### src/rtl/eag_pkg.sv
package eag_pkg;
  localparam int SCALE_W = 2;
  localparam int RNUM_W  = 3;

  typedef struct packed {
    logic [SCALE_W-1:0] scale;
    logic [RNUM_W-1:0]  idx;
    logic [RNUM_W-1:0]  base;
  } opfmt_t;
endpackage

### src/rtl/eag_regfile.sv
module eag_regfile #(
  parameter int W     = 32,
  parameter int DEPTH = 8,
  localparam int AW   = $clog2(DEPTH)
) (
  input  logic          clk,
  input  logic          rst,
  input  logic          we,
  input  logic [AW-1:0] waddr,
  input  logic [W-1:0]  wdata,
  input  logic [AW-1:0] ra0,
  output logic [W-1:0]  rd0,
  input  logic [AW-1:0] ra1,
  output logic [W-1:0]  rd1
);
  logic [W-1:0] mem [DEPTH];

  always_ff @(posedge clk) begin
    if (we) mem[waddr] <= wdata;
  end

  assign rd0 = mem[ra0];
  assign rd1 = mem[ra1];

  // a write lands in the addressed entry at the edge
  assert_write_lands_R2: assert property (@(posedge clk) disable iff (rst)
    we |=> mem[$past(waddr)] == $past(wdata));
endmodule

### src/rtl/eag_disp_ext.sv
module eag_disp_ext #(
  parameter int ADDR_W   = 32,
  parameter int NARROW_W = 16,
  parameter int SHORT_W  = 8
) (
  input  logic              wide,
  input  logic              long_sel,
  input  logic [ADDR_W-1:0] disp_in,
  output logic [ADDR_W-1:0] disp_out
);
  always_comb begin
    if (!long_sel)
      disp_out = {{(ADDR_W-SHORT_W){disp_in[SHORT_W-1]}}, disp_in[SHORT_W-1:0]};
    else if (wide)
      disp_out = disp_in;
    else
      disp_out = {{(ADDR_W-NARROW_W){disp_in[NARROW_W-1]}}, disp_in[NARROW_W-1:0]};
  end

  // a short displacement always carries its sign into the upper bits
  always_comb begin
    if (!long_sel)
      assert_short_sign_R6: assert (disp_out[ADDR_W-1] == disp_in[SHORT_W-1]);
  end
endmodule

### src/rtl/eag_scaler.sv
module eag_scaler #(
  parameter int ADDR_W  = 32,
  parameter int SCALE_W = 2
) (
  input  logic [ADDR_W-1:0]  idx_val,
  input  logic [SCALE_W-1:0] shamt,
  output logic [ADDR_W-1:0]  scaled
);
  assign scaled = idx_val << shamt;

  // the bits below the shift amount are cleared
  always_comb begin
    assert_low_bits_clear_R5: assert ((scaled & ((ADDR_W'(1) << shamt) - ADDR_W'(1))) == '0);
  end
endmodule

### src/rtl/eag_top.sv
module eag_top #(
  parameter int ADDR_W   = 32,
  parameter int NARROW_W = 16,
  parameter int NREGS    = 8,
  localparam int RA_W    = $clog2(NREGS)
) (
  input  logic              clk,
  input  logic              rst,
  input  logic              rf_we,
  input  logic [RA_W-1:0]   rf_waddr,
  input  logic [ADDR_W-1:0] rf_wdata,
  input  logic              in_valid,
  input  logic              wide_mode,
  input  logic [7:0]        fmt,
  input  logic              use_base,
  input  logic              use_index,
  input  logic              disp_long,
  input  logic [ADDR_W-1:0] disp,
  output logic              out_valid,
  output logic [ADDR_W-1:0] ea,
  output logic              bad_fmt
);
  import eag_pkg::*;

  localparam logic [ADDR_W-1:0] NMASK = {{(ADDR_W-NARROW_W){1'b0}}, {NARROW_W{1'b1}}};

  opfmt_t              f;
  logic [ADDR_W-1:0]   base_rd, idx_rd, base_t, idx_t, scaled, disp_x, sum, ea_next;
  logic [SCALE_W-1:0]  shamt;
  logic                mode_q;

  assign f = opfmt_t'(fmt);

  eag_regfile #(.W(ADDR_W), .DEPTH(NREGS)) u_rf (
    .clk(clk), .rst(rst), .we(rf_we), .waddr(rf_waddr), .wdata(rf_wdata),
    .ra0(f.base), .rd0(base_rd), .ra1(f.idx), .rd1(idx_rd)
  );

  always_comb begin
    base_t = use_base  ? base_rd : '0;
    idx_t  = use_index ? idx_rd  : '0;
    if (!wide_mode) begin
      base_t = base_t & NMASK;
      idx_t  = idx_t  & NMASK;
    end
    shamt = wide_mode ? f.scale : '0;
  end

  eag_scaler #(.ADDR_W(ADDR_W), .SCALE_W(SCALE_W)) u_scl (
    .idx_val(idx_t), .shamt(shamt), .scaled(scaled)
  );

  eag_disp_ext #(.ADDR_W(ADDR_W), .NARROW_W(NARROW_W), .SHORT_W(8)) u_dx (
    .wide(wide_mode), .long_sel(disp_long), .disp_in(disp), .disp_out(disp_x)
  );

  assign sum     = base_t + scaled + disp_x;
  assign ea_next = wide_mode ? sum : (sum & NMASK);

  always_ff @(posedge clk) begin
    if (rst) begin
      out_valid <= 1'b0;
      ea        <= '0;
      bad_fmt   <= 1'b0;
      mode_q    <= 1'b1;
    end else begin
      out_valid <= in_valid;
      bad_fmt   <= in_valid && !wide_mode && (f.scale != '0);
      if (in_valid) begin
        ea     <= ea_next;
        mode_q <= wide_mode;
      end
    end
  end

  // one-cycle latency of the strobe
  assert_valid_follows_R10: assert property (@(posedge clk) disable iff (rst)
    in_valid |=> out_valid);
  assert_valid_quiet_R10: assert property (@(posedge clk) disable iff (rst)
    !in_valid |=> !out_valid);
  // address holds while idle
  assert_ea_hold_R10: assert property (@(posedge clk) disable iff (rst)
    !in_valid |=> $stable(ea));
  // a narrow result never sets upper bits
  assert_narrow_upper_R8: assert property (@(posedge clk) disable iff (rst)
    (out_valid && !mode_q) |-> (ea & ~NMASK) == '0);
  // the illegal flag only accompanies a valid narrow result
  assert_bad_narrow_R9: assert property (@(posedge clk) disable iff (rst)
    bad_fmt |-> (out_valid && !mode_q));
  assert_bad_cause_R9: assert property (@(posedge clk) disable iff (rst)
    (in_valid && wide_mode) |=> !bad_fmt);
endmodule

### config.mk
export PLATFORM = sky130hd
export DESIGN_NAME = eag_top
export DESIGN_NICKNAME = d
export VERILOG_FILES = /design/src/rtl/eag_pkg.sv /design/src/rtl/eag_regfile.sv /design/src/rtl/eag_disp_ext.sv /design/src/rtl/eag_scaler.sv /design/src/rtl/eag_top.sv
export SDC_FILE = /design/constraint.sdc
export NUM_CORES = 1
export LEC_CHECK = 0
export BUFFER_PORTS_ARGS = -buffer_cell sky130_fd_sc_hd__buf_2
export CORE_ASPECT_RATIO = 0.6
export CORE_UTILIZATION = 30
export CTS_CLUSTER_DIAMETER = 30
export DETAILED_ROUTE_END_ITERATION = 7
export PLACE_DENSITY = 0.44
export SYNTH_ARGS = -nofsm -noshare
export SYNTH_HDL_FRONTEND = slang
export SYNTH_HIERARCHICAL = 1
export SYNTH_SLANG_ARGS = --single-unit
export TNS_END_PERCENT = 1
### constraint.sdc
create_clock -name clk -period 5.2 [get_ports clk]
set_clock_uncertainty 0.15 [all_clocks]
set_input_delay 0.78 -clock clk [delete_from_list [all_inputs] [get_ports clk]]
set_output_delay 0.78 -clock clk [all_outputs]
set_load 0.05 [all_outputs]
* Word-level counts from Yosys, hierarchy flattened
Memory sizes are Yosys's and may differ from the RTL's.
Index checks and enable logic that the tools add are counted.
** Storage, ports and cells
- Memories :: 1
- Word-level logic and storage cells :: 21
- Bits in read-only memories :: 0
- Bits in latches :: 0
- Register bits after elaboration :: 34
- Memory bits (writable) :: 256
- Bits of input ports :: 83
- Output and inout port bits :: 34
** Memories
- u_rf.mem :: words 8, width 32, read ports 2, clocked after Yosys merged registers in 0, wr ports 1, line eag_regfile.sv:16 : logic [W-1:0] mem [DEPTH];
** Cells by class
- Shifts and indexed selects :: 1
- Magnitude comparators :: 0
- $add $sub $neg :: 2
- Muxes and demuxes :: 10
- Divide/modulo/power cells :: 0
- Bitwise operators :: 0
- $mul :: 0
- Equality and inequality tests :: 0
- Reduce and logical (&&, ||, !) cells :: 4
** Operator list (number)
- $mux W32 :: 7
- $add A32 B32 Y32 :: 2
- $shl A32 B2 Y32 :: 1
- $logic_and A1 B1 Y1 :: 2
- $mux W1 :: 2
- $mux W2 :: 1
- $reduce_bool A2 Y1 :: 1
- $logic_not A1 Y1 :: 1

* Depth between registers and ports, before layout
Gate-level depths: netlist of run 1.
An unclocked memory read counts as a cell.
- Depth in word-level cells :: 7
- Mapped depth :: 19
- Gate-level depth less buffers :: 17

* Hierarchy
Netlist of run 1, hierarchy kept.
** By module, submodules not included
- eag_regfile :: cells an instance 497, area an instance 11898.9 um2, seq. area each 7687.4 um2, times used 1
- eag_top :: cells an instance 461, area an instance 3857.4 um2, seq. area each 680.7 um2, times used 1
- eag_scaler :: cells an instance 72, area an instance 720.7 um2, seq. area each 0.0 um2, times used 1
- eag_disp_ext :: cells an instance 68, area an instance 455.4 um2, seq. area each 0.0 um2, times used 1

* Worst setup path after synthesis of run 1
OpenSTA, ideal clock, no wires.
- Path type :: input to register
- Start point :: in fmt[3]
- End point :: reg ea[29]
- Library setup time :: 117 ps
- Arrival time :: 4806 ps
- Required time :: 4933 ps
- Path buffers :: 2
- Cell stages on the path :: 16
- Slack :: 126 ps
- Cell sequence :: buf_6 buf_6 mux4_1 mux2_2 and2_1 mux2i_1 o21ai_0 fa_1 fa_1 a21o_1 a221o_1 a41oi_2 a31oi_2 a2111oi_2 mux2i_1 nand2_1
** On the way
- Longest elaborated chain between the ends :: 7
** Ends and longest elaborated chain
- start: declaration :: line eag_top.sv:14 : input logic [7:0] fmt,
- $mem_v2 Z8 W32
- via idx_rd[0] :: line eag_top.sv:28 : logic [ADDR_W-1:0] base_rd, idx_rd, base_t, idx_t, scaled, disp_x, sum, ea_next;
- $mux W32 :: line eag_top.sv:41 : idx_t = use_index ? idx_rd : '0;
- $mux W32 :: line eag_top.sv:42 : if (!wide_mode) begin
- via idx_t[0] :: line eag_top.sv:28
- $shl A32 B2 Y32 :: line eag_scaler.sv:9 : assign scaled = idx_val << shamt;
- via scaled[2] :: line eag_top.sv:28
- $add A32 B32 Y32 (2 in series) :: line eag_top.sv:57 : assign sum = base_t + scaled + disp_x;
- $mux W32 :: line eag_top.sv:58 : assign ea_next = wide_mode ? sum : (sum & NMASK);
- end signal: assignment :: line eag_top.sv:70 : ea <= ea_next;
- end: declaration :: line eag_top.sv:20 : output logic [ADDR_W-1:0] ea,
The timed path passes the listed nets, and every way through them passes these cells.
A chain may end at the register's enable or synchronous reset.

* Worst setup path after layout of run 1
Ends and elaborated chain as after synthesis.

==> results.json, run 1 <==
{
  "via_per_inst": 4.96,
  "min_path_type": "reg -> reg",
  "synth_seq_area_share": 0.494,
  "synth.area.top_cells": "edfxtp_1 (45%), mux4_1 (12%), mux4_2 (6.4%)",
  "ff2ff_path_depth": 15,
  "synthCells": 1098,
  "cts_tree": "yes",
  "p_seq_frac": 0.336,
  "finalHoldViolCount": 0,
  "netlist.area_leader.share": 0.454,
  "worstMarginPinSlew_ps": 1140,
  "postRouteAntennaNets": 0,
  "num_rows": 67,
  "nets": 1496,
  "leakagePower_nw": 8.09,
  "p_int_w": 0.00567,
  "synth_warnings": 6,
  "multi_input_area_um2": 7990,
  "clock-root-buffer": "clkbuf_16",
  "cts.clk_slew.worst_paths_ps": 50,
  "wl_per_cell_um": 22.8,
  "swShare": 0.297,
  "rrSetupSlack_ps": 370,
  "postSynthAreaPerCell_um2": 15.4,
  "grt_pass1_wl_um": 72100,
  "synth-edff-count": 256,
  "netlist_area_um2": 16900,
  "grt_overflow": 0,
  "syn2layout_area_growth_pct": 24.9,
  "peakVddDrop_v": 0.000255,
  "core-area_um2": 55700,
  "end_kind": "flip-flop",
  "rsz0062_at_grt": "false",
  "ys_seq_elements": 290,
  "fmaxAchievable_mhz": 201,
  "drive_gt1_frac": 0.372,
  "mostFrequentLayoutCell": "edfxtp_1",
  "cp_max_fo": 10,
  "slew_viol_final": 0,
  "power_frac_comb": 0.236,
  "p_switching_w": 0.00239,
  "die_y_um": 186,
  "crit_end": "ea[29]",
  "utilization": 0.380,
  "gp_congestion": 0.811,
  "startpoint": "fmt[3]",
  "maxCapViolations": 0,
  "hp-start": "ea[26]",
  "dp_hpwl_um": 35700,
  "port_buffers": 116,
  "drt_wl_total_um": 49200,
  "postCtsResizedCells": 0,
  "dr.pass1.iters": 7,
  "start_util": 0.304,
  "cts.path.max_buffers": 3,
  "synth_cell_types": 62,
  "synth_async_sr_flop_share": 0,
  "arrival_ps": 5280,
  "via_count": 10705,
  "htree_levels": 2,
  "start_kind": "input pin",
  "dieArea_um2": 57400,
  "regToRegStartpoint": "u_rf/mem[6][2]",
  "ios": 117,
  "slew_headroom": 0.236,
  "post_cts_buffers": 0,
  "synth_nets": 1243,
  "drt-initial-drc-count": 879,
  "mostFrequentLayoutCells": "edfxtp_1 (256), buf_4 (160), buf_2 (114), mux4_1 (80), nand2_1 (74)",
  "cts_buffers": 52,
  "cts.hold.buffers_added": 0,
  "status": "finished, final reports clean",
  "finalSetupViolCount": 0,
  "dp_slack_ps": -351,
  "clock-sinks": 290,
  "die_x_um": 309,
  "pwr-share-clk": 0.428,
  "worstSkewPairLatency_ps": 600,
  "antenna_found_initial": 9,
  "grtUsageTotal": 0.172,
  "grt_pass1_vias": 11076,
  "final.period_utilization": 0.956,
  "setup_ws_ps": 230,
  "grt_max_degree": 50,
  "fin_crit_ps": 4970,
  "seq_area_um2": 8370,
  "drc_errors": 0,
  "yosys.area.top_type": "edfxtp_1",
  "r2r_end": "ea[29]",
  "cellPowerDensity_nw_per_um2": 381,
  "cp.required_ps": 5510,
  "synth_top_flop_cell": "edfxtp_1",
  "nFillCells": 5253,
  "setup.worst_path.class": "in -> reg"
}
## flip-flops by register name, summed over array words and instances (netlist names)
name and count:
u_rf/mem 256, ea 32, bad_fmt 1, out_valid 1
## power by group through the flow
stage | clock network [W] | logic (W) | registers, W
final | 0.00345 | 0.00191 | 0.00271
after global routing | 0.00364 | 0.00207 | 0.00272
after CTS | 0.00353 | 0.00192 | 0.00271
after detailed placement | 0 | 0.00191 | 0.00275
after global placement | 0 | 0.00191 | 0.00275
after floorplan | 0 | 0.000965 | 0.00290
## routing by layer
layer  routed length, um  vias up  global-route usage
met4                 586        8              0.0308
met1               25500     5474               0.264
met3                2910       55              0.0404
met5                  59        -                   0
li1                    -     4944                   -
met2               20200      224               0.245
## per-stage QoR
| stage | cells | setup TNS, ps | hold WS (ps) | area (um^2) | total power [W] |
|---|---|---|---|---|---|
| after floorplan | 1098 | 0 | 512 | 16900 | 0.00387 |
| after global placement | 2056 | -3160 | 283 | 19300 | 0.00466 |
| after detailed placement | 2056 | -3280 | 291 | 19300 | 0.00466 |
| after CTS | 2154 | 0 | 272 | 21100 | 0.00816 |
| after global routing | 2155 | 0 | 293 | 21100 | 0.00843 |
| final | 2158 | 0 | 297 | 21200 | 0.00806 |
## worst max-delay path: stages
cell       delay [ps]
buf_4             240
mux4_1            600
mux2_2            300
and2_1            190
mux2i_1           180
o21ai_0           160
fa_1              530
buf_4             150
fa_1              390
a21o_1            190
a221o_1           370
a41oi_2           290
a31oi_2           160
a2111oi_2         440
mux2i_1           230
nand2_1            60
## how the worst min path moves through the flow
| stage | endpoint | depth (start not counted) |
|---|---|---|
| after global routing | u_rf/mem[1][24] | 1 |
| after floorplan | ea[26] | 2 |
| after detailed placement | ea[16] | 2 |
| final | ea[26] | 2 |
| after CTS | u_rf/mem[1][17] | 1 |
| after global placement | ea[18] | 2 |
## cell families after synthesis
| group | synth area share |
|---|---|
| DFF | 0.494 |
| muxes | 0.273 |
| and+or+nand+nor | 0.0647 |
| AOI/OAI and AO/OA | 0.0565 |
| buffers and inverters | 0.0376 |
| adders and majority gates | 0.0600 |
| xor gates and xnor gates | 0.0140 |
## cells in the mapped netlist (all sizes together) (4+ instances only)
| library cell | n |
|---|---|
| mux4 | 128 |
| o21bai | 6 |
| nor2 | 40 |
| o211ai | 4 |
| o21a | 4 |
| and3 | 34 |
| xor2 | 7 |
| nand3 | 6 |
| buf | 61 |
| clkbuf | 23 |
| nand4 | 7 |
| mux2 | 64 |
| nor3 | 7 |
| a31oi | 22 |
| a21oi | 33 |
| ha | 30 |
| xnor2 | 20 |
| edfxtp | 256 |
| a21o | 9 |
| mux2i | 72 |
| o21ai | 27 |
| dfxtp | 34 |
| nand2b | 7 |
| a211oi | 5 |
| nand2 | 74 |
| fa | 32 |
| inv | 19 |
| and2 | 34 |
## layout make-up
cell class	instances	share of cell area
clock buffer	56	0.0632
multi-input combinational	705	0.378
clock inverter	42	0.0231
antenna	4	0.000473
timing repair buffer	283	0.0918
sequential	290	0.396
tap	759	0.0449
inverter	19	0.00337
Power figures use the tool's default switching activity.
==> run 2, diff against run 1 <==
--- a/config.mk
+++ b/config.mk
@@ -10,7 +10,7 @@
 export CORE_UTILIZATION = 30
 export CTS_CLUSTER_DIAMETER = 30
 export DETAILED_ROUTE_END_ITERATION = 7
-export PLACE_DENSITY = 0.44
+export PLACE_DENSITY = 0.42
 export SYNTH_ARGS = -nofsm -noshare
 export SYNTH_HDL_FRONTEND = slang
 export SYNTH_HIERARCHICAL = 1
==> constraint.sdc (replaced) <==
create_clock -name clk -period 6.2 [get_ports clk]
set_clock_uncertainty 0.15 [all_clocks]
set_input_delay 0.93 -clock clk [delete_from_list [all_inputs] [get_ports clk]]
set_output_delay 0.93 -clock clk [all_outputs]
set_load 0.05 [all_outputs]
==> results.json, run 2 (synthesis gave the netlist of run 1 again) <==
{
  "worstMarginPinSlew_ps": 694,
  "postCtsResizedCells": 0,
  "grt_pass1_vias": 10702,
  "fin_setup_tns_ps": 0,
  "worstPathCellList": "buf_4, buf_12, buf_12, mux4_1, mux2_2, and3_1, mux2i_1, mux2i_1, fa_1, ha_1, a21oi_1, o21ai_0, nor2_1, a31oi_2, a2111oi_2, mux2i_1, nand2_1",
  "wl_per_cell_um": 23.6,
  "dp_hpwl_um": 32900,
  "maxCapViolations": 0,
  "finalSetupViolCount": 0,
  "start_util": 0.304,
  "fmaxAchievable_mhz": 187,
  "num_rows": 67,
  "port_buffers": 116,
  "rrSetupSlack_ps": 1240,
  "gp_congestion": 0.845,
  "dpl.cell_count": 1929,
  "die_x_um": 309,
  "critPathSlowestCell": "mux4_1",
  "end_kind": "flip-flop",
  "peakVddDrop_v": 0.000199,
  "dieArea_um2": 57400,
  "dr.pass1.iters": 5,
  "htree_levels": 2,
  "cts.path.max_buffers": 3,
  "final_cell_area_um2": 20300,
  "syn2layout_area_growth_pct": 20.1,
  "postRouteAntennaNets": 0,
  "slew_headroom": 0.532,
  "die_y_um": 186,
  "slew_viol_final": 0,
  "clock-root-buffer": "clkbuf_16",
  "grt_overflow": 0,
  "finalHoldViolCount": 0,
  "arrival_ps": 5680,
  "post_layout_nonfiller_instances": 2039,
  "via_per_inst": 5.08,
  "largest_reg_flops": 256,
  "leakagePower_nw": 7.56,
  "cts.hold.buffers_added": 0,
  "cp.required_ps": 6520,
  "nets": 1375,
  "cts_buffers": 58,
  "slowest_delay_ps": 630,
  "ios": 117,
  "drt-initial-drc-count": 838,
  "worstSkewPairLatency_ps": 630,
  "placedInstanceArea_um2": 18300,
  "post_cts_buffers": 0,
  "mostFrequentLayoutCells": "edfxtp_1 (256), buf_2 (114), mux4_1 (80), nand2_1 (74), mux2i_1 (72)",
  "drt_wl_total_um": 48200,
  "fin_crit_ps": 5350,
  "via_count": 10353,
  "start_kind": "input pin",
  "status": "finished, final reports clean",
  "drc_errors": 0,
  "antenna_found_initial": 2,
  "cts.clk_slew.worst_paths_ps": 50,
  "grt_pass1_wl_um": 71400,
  "cp_max_fo": 20,
  "final.period_utilization": 0.864,
  "mostFrequentLayoutCell": "edfxtp_1",
  "n_antenna_cell": 0,
  "cellPowerDensity_nw_per_um2": 332,
  "cts_tree": "yes",
  "min_path_type": "reg -> reg",
  "core-area_um2": 55700,
  "rsz0062_at_grt": "false",
  "top_register": "u_rf/mem",
  "drive_gt1_frac": 0.315,
  "setup.worst_path.class": "in -> reg",
  "crit_top_cell": "mux2i_1",
  "clock-sinks": 290,
  "grt_max_degree": 53,
  "grtUsageTotal": 0.170,
  "largestRegisters": "u_rf/mem x256, ea x32"
}
-- run 2: changes by cell type in the layout (fill, tap and decap cells not counted), sizes merged --
cell	delta
buf	-127
clkinvlp	+1
diode	-4
clkinv	+2
clkbuf	+5
inv	+4
-- run 2: routing by layer --
| metal | track usage | share of wire | up-vias | routed length, um |
|---|---|---|---|---|
| met5 | 0 | 0.00064 | - | 31 |
| met4 | 0.0338 | 0.013 | 4 | 626 |
| met3 | 0.0358 | 0.051 | 55 | 2480 |
| met2 | 0.272 | 0.46 | 240 | 22200 |
| met1 | 0.238 | 0.47 | 5363 | 22800 |
| li1 | - | - | 4691 | - |
-- run 2: layout make-up --
| class | instances | area (um^2) |
|---|---|---|
| Clock buffer | 61 | 1460 |
| Clock inverter | 49 | 541 |
| Fill cell | 5303 | 35400 |
| Inverter | 19 | 71.3 |
| Multi-Input combinational cell | 705 | 7990 |
| Sequential cell | 290 | 8370 |
| Tap cell | 759 | 950 |
| Timing Repair Buffer | 156 | 961 |
-- run 2: power by group --
part	total, W	switching [W]	internal, W
registers	0.00227	0.0000411	0.00223
clock network	0.00314	0.00117	0.00197
logic	0.00133	0.000818	0.000516
total	0.00674	0.00203	0.00471
-- run 2: worst max-delay path, delay by kind of cell --
kind,cells,cell delay [ps]
compound gates,4,1060
simple gates,3,440
fa+ha+maj,2,920
buf+inv,3,680
mux,5,1600
-- run 2: worst paths after layout --
check / from / end / cells after the start
min reg2reg: ea[27] / ea[27] / 2
max reg2reg: u_rf/mem[3][2] / ea[28] / 15
min: ea[27] / ea[27] / 2
max: fmt[3] / ea[29] / 17
-- run 2: per-stage QoR --
step,utilization,power [W],hold WS [ps],worst slack (ps)
after floorplan,-,0.00324,512,976
after global placement,0.329,0.00364,288,262
after detailed placement,0.329,0.00364,287,348
after CTS,0.365,0.00681,298,927
after global routing,0.365,0.00704,316,619
final,0.365,0.00674,292,846
==> run 3, diff against run 2 <==
--- a/config.mk
+++ b/config.mk
@@ -6,11 +6,13 @@
 export NUM_CORES = 1
 export LEC_CHECK = 0
 export BUFFER_PORTS_ARGS = -buffer_cell sky130_fd_sc_hd__buf_2
+export CELL_PAD_IN_SITES_DETAIL_PLACEMENT = 1
+export CELL_PAD_IN_SITES_GLOBAL_PLACEMENT = 1
 export CORE_ASPECT_RATIO = 0.6
 export CORE_UTILIZATION = 30
 export CTS_CLUSTER_DIAMETER = 30
 export DETAILED_ROUTE_END_ITERATION = 7
-export PLACE_DENSITY = 0.42
+export PLACE_DENSITY = 0.48
 export SYNTH_ARGS = -nofsm -noshare
 export SYNTH_HDL_FRONTEND = slang
 export SYNTH_HIERARCHICAL = 1
==> constraint.sdc (replaced) <==
create_clock -name clk -period 6.53 [get_ports clk]
set_clock_uncertainty 0.15 [all_clocks]
set_input_delay 0.9795 -clock clk [delete_from_list [all_inputs] [get_ports clk]]
set_output_delay 0.9795 -clock clk [all_outputs]
set_load 0.05 [all_outputs]
==> results.json, run 3 (synthesis gave the netlist of run 1 again) <==
{
  "largest_reg_flops": 256,
  "ios": 117,
  "maxCapViolations": 0,
  "critPathTopFamily": "compound AO/OA/AOI/OAI gates",
  "via_count": 10394,
  "setup.worst_path.class": "in -> reg",
  "hp-start": "ea[26]",
  "dpl.cell_count": 1931,
  "fin_crit_ps": 5440,
  "whs_ps": 306,
  "cp.required_ps": 6850,
  "fin_setup_tns_ps": 0,
  "grt_pass1_wl_um": 73500,
  "regToRegStartpoint": "u_rf/mem[2][2]",
  "swShare": 0.284,
  "cts.path.max_buffers": 3,
  "wl_met1_um": 23900,
  "ff2ff_path_depth": 14,
  "postCtsResizedCells": 0,
  "top_register": "u_rf/mem",
  "drc_errors": 4,
  "leakagePower_nw": 7.54,
  "worstPathCellList": "buf_4, mux4_1, mux2_2, and2_1, mux2i_1, o21ai_0, fa_1, fa_1, a21o_1, a221o_1, a41oi_2, a31oi_2, a2111oi_2, mux2i_1, nand2_1",
  "rrSetupSlack_ps": 1550,
  "rsz0062_at_grt": "false",
  "slowest_delay_ps": 610,
  "start_kind": "input pin",
  "dieArea_um2": 57400,
  "finalHoldViolCount": 0,
  "power_frac_comb": 0.193,
  "peakVddDrop_v": 0.000200,
  "largestRegisters": "u_rf/mem x256, ea x32",
  "utilization": 0.364,
  "dp_hpwl_um": 34000,
  "grt_overflow": 0,
  "dr_wl_met2_um": 22500,
  "min_delay_path_depth": 2,
  "maxUsedRoutingLayer": "met5",
  "critPathSlowestCell": "mux4_1",
  "grtUsageTotal": 0.175,
  "antenna_found_initial": 5,
  "slew_viol_final": 0,
  "pwr-share-clk": 0.475,
  "violations": "DRC",
  "cts_buffers": 56,
  "drt-initial-drc-count": 674,
  "p_switching_w": 0.00184,
  "drive_gt1_frac": 0.312,
  "worstMarginPinSlew_ps": 736,
  "cts.clk_slew.worst_paths_ps": 50,
  "grt_pass1_vias": 11043,
  "port_buffers": 116,
  "status": "finished, violations left",
  "min_path_type": "reg -> reg",
  "arrival_ps": 5770,
  "r2r_end": "ea[29]",
  "nets": 1375,
  "nFillCells": 5668,
  "cts_tree": "yes",
  "start_util": 0.304,
  "cp_max_fo": 21,
  "post_cts_buffers": 0,
  "worstSkewPairLatency_ps": 600,
  "clock-root-buffer": "clkbuf_16",
  "syn2layout_area_growth_pct": 20.0,
  "mostFrequentLayoutCells": "edfxtp_1 (256), buf_2 (114), mux4_1 (80), nand2_1 (74), mux2i_1 (72)",
  "finalSetupViolCount": 0,
  "wl_per_cell_um": 24.2,
  "postRouteAntennaNets": 0,
  "placedInstanceArea_um2": 18300,
  "grt_max_degree": 54,
  "fmaxAchievable_mhz": 184,
  "wl_met3_um": 2050,
  "final.period_utilization": 0.834,
  "cp_num_buf_inv": 1,
  "post_layout_nonfiller_instances": 2038,
  "cts.hold.buffers_added": 0,
  "p_seq_frac": 0.333,
  "p_int_w": 0.00464,
  "slew_headroom": 0.510,
  "cellPowerDensity_nw_per_um2": 319,
  "gp_congestion": 0.789,
  "mostFrequentLayoutCell": "edfxtp_1",
  "end_kind": "flip-flop",
  "drt_wl_total_um": 49300,
  "num_rows": 67,
  "dr.pass1.iters": 7,
  "clock-sinks": 290,
  "hold-path-endpoint": "ea[26]",
  "htree_levels": 2,
  "die_y_um": 186,
  "final_cell_area_um2": 20300,
  "die_x_um": 309,
  "via_per_inst": 5.10,
  "core-area_um2": 55700
}
## run 3: cell types whose count changed in the layout (fill, tap and decap cells not counted), moves of 3 or more
cell | previous run | this run
clkinv_2 | 8 | 4
bufinv_16 | 5 | 11
buf_12 | 6 | 1
buf_4 | 36 | 43
inv_8 | 3 | 0
## run 3: metal layers
layer	GRT usage	vias up
li1	-	4719
met1	0.245	5425
met2	0.278	182
met3	0.0334	64
met4	0.0412	4
met5	0	-
## run 3: through the flow
step                setup WS [ps]  total power, W
finish                       1090         0.00649
global route                  713         0.00678
CTS                          1060         0.00659
detailed placement            441         0.00346
global placement              466         0.00345
floorplan                    1260         0.00308
## run 3: worst max-delay path by stage
stage               endpoint  cells past startpoint   start
floorplan             ea[29]                     16  fmt[3]
global placement      ea[29]                     15  fmt[3]
detailed placement    ea[29]                     16  fmt[3]
CTS                   ea[29]                     16  fmt[3]
global route          ea[29]                     16  fmt[3]
finish                ea[29]                     15  fmt[3]
## run 3: area by class of cell
cell class | instances | area [um^2] | area share
Sequential cell | 290 | 8370 | 0.412
Multi-Input combinational cell | 705 | 7990 | 0.393
Clock buffer | 60 | 1440 | 0.0708
Tap cell | 759 | 950 | 0.0467
Timing Repair Buffer | 158 | 913 | 0.0450
Clock inverter | 46 | 587 | 0.0289
Inverter | 19 | 71.3 | 0.00351
Antenna cell | 1 | 2.50 | 0.000123
## run 3: power by group through the flow
stage / Sequential, W / Clock (W) / Combinational (W)
floorplan: 0.00231 / 0 / 0.000769
global route: 0.00217 / 0.00324 / 0.00137
global placement: 0.00219 / 0 / 0.00126
finish: 0.00216 / 0.00308 / 0.00125
CTS: 0.00216 / 0.00317 / 0.00127
detailed placement: 0.00219 / 0 / 0.00126
## run 3: worst reg2reg max path, delay by kind of cell (launching register included)
| family | cells | cell delay, ps |
|---|---|---|
| fa+ha+maj | 2 | 970 |
| simple gates | 2 | 310 |
| compound gates | 6 | 1790 |
| mux | 4 | 1270 |
| flops | 1 | 400 |
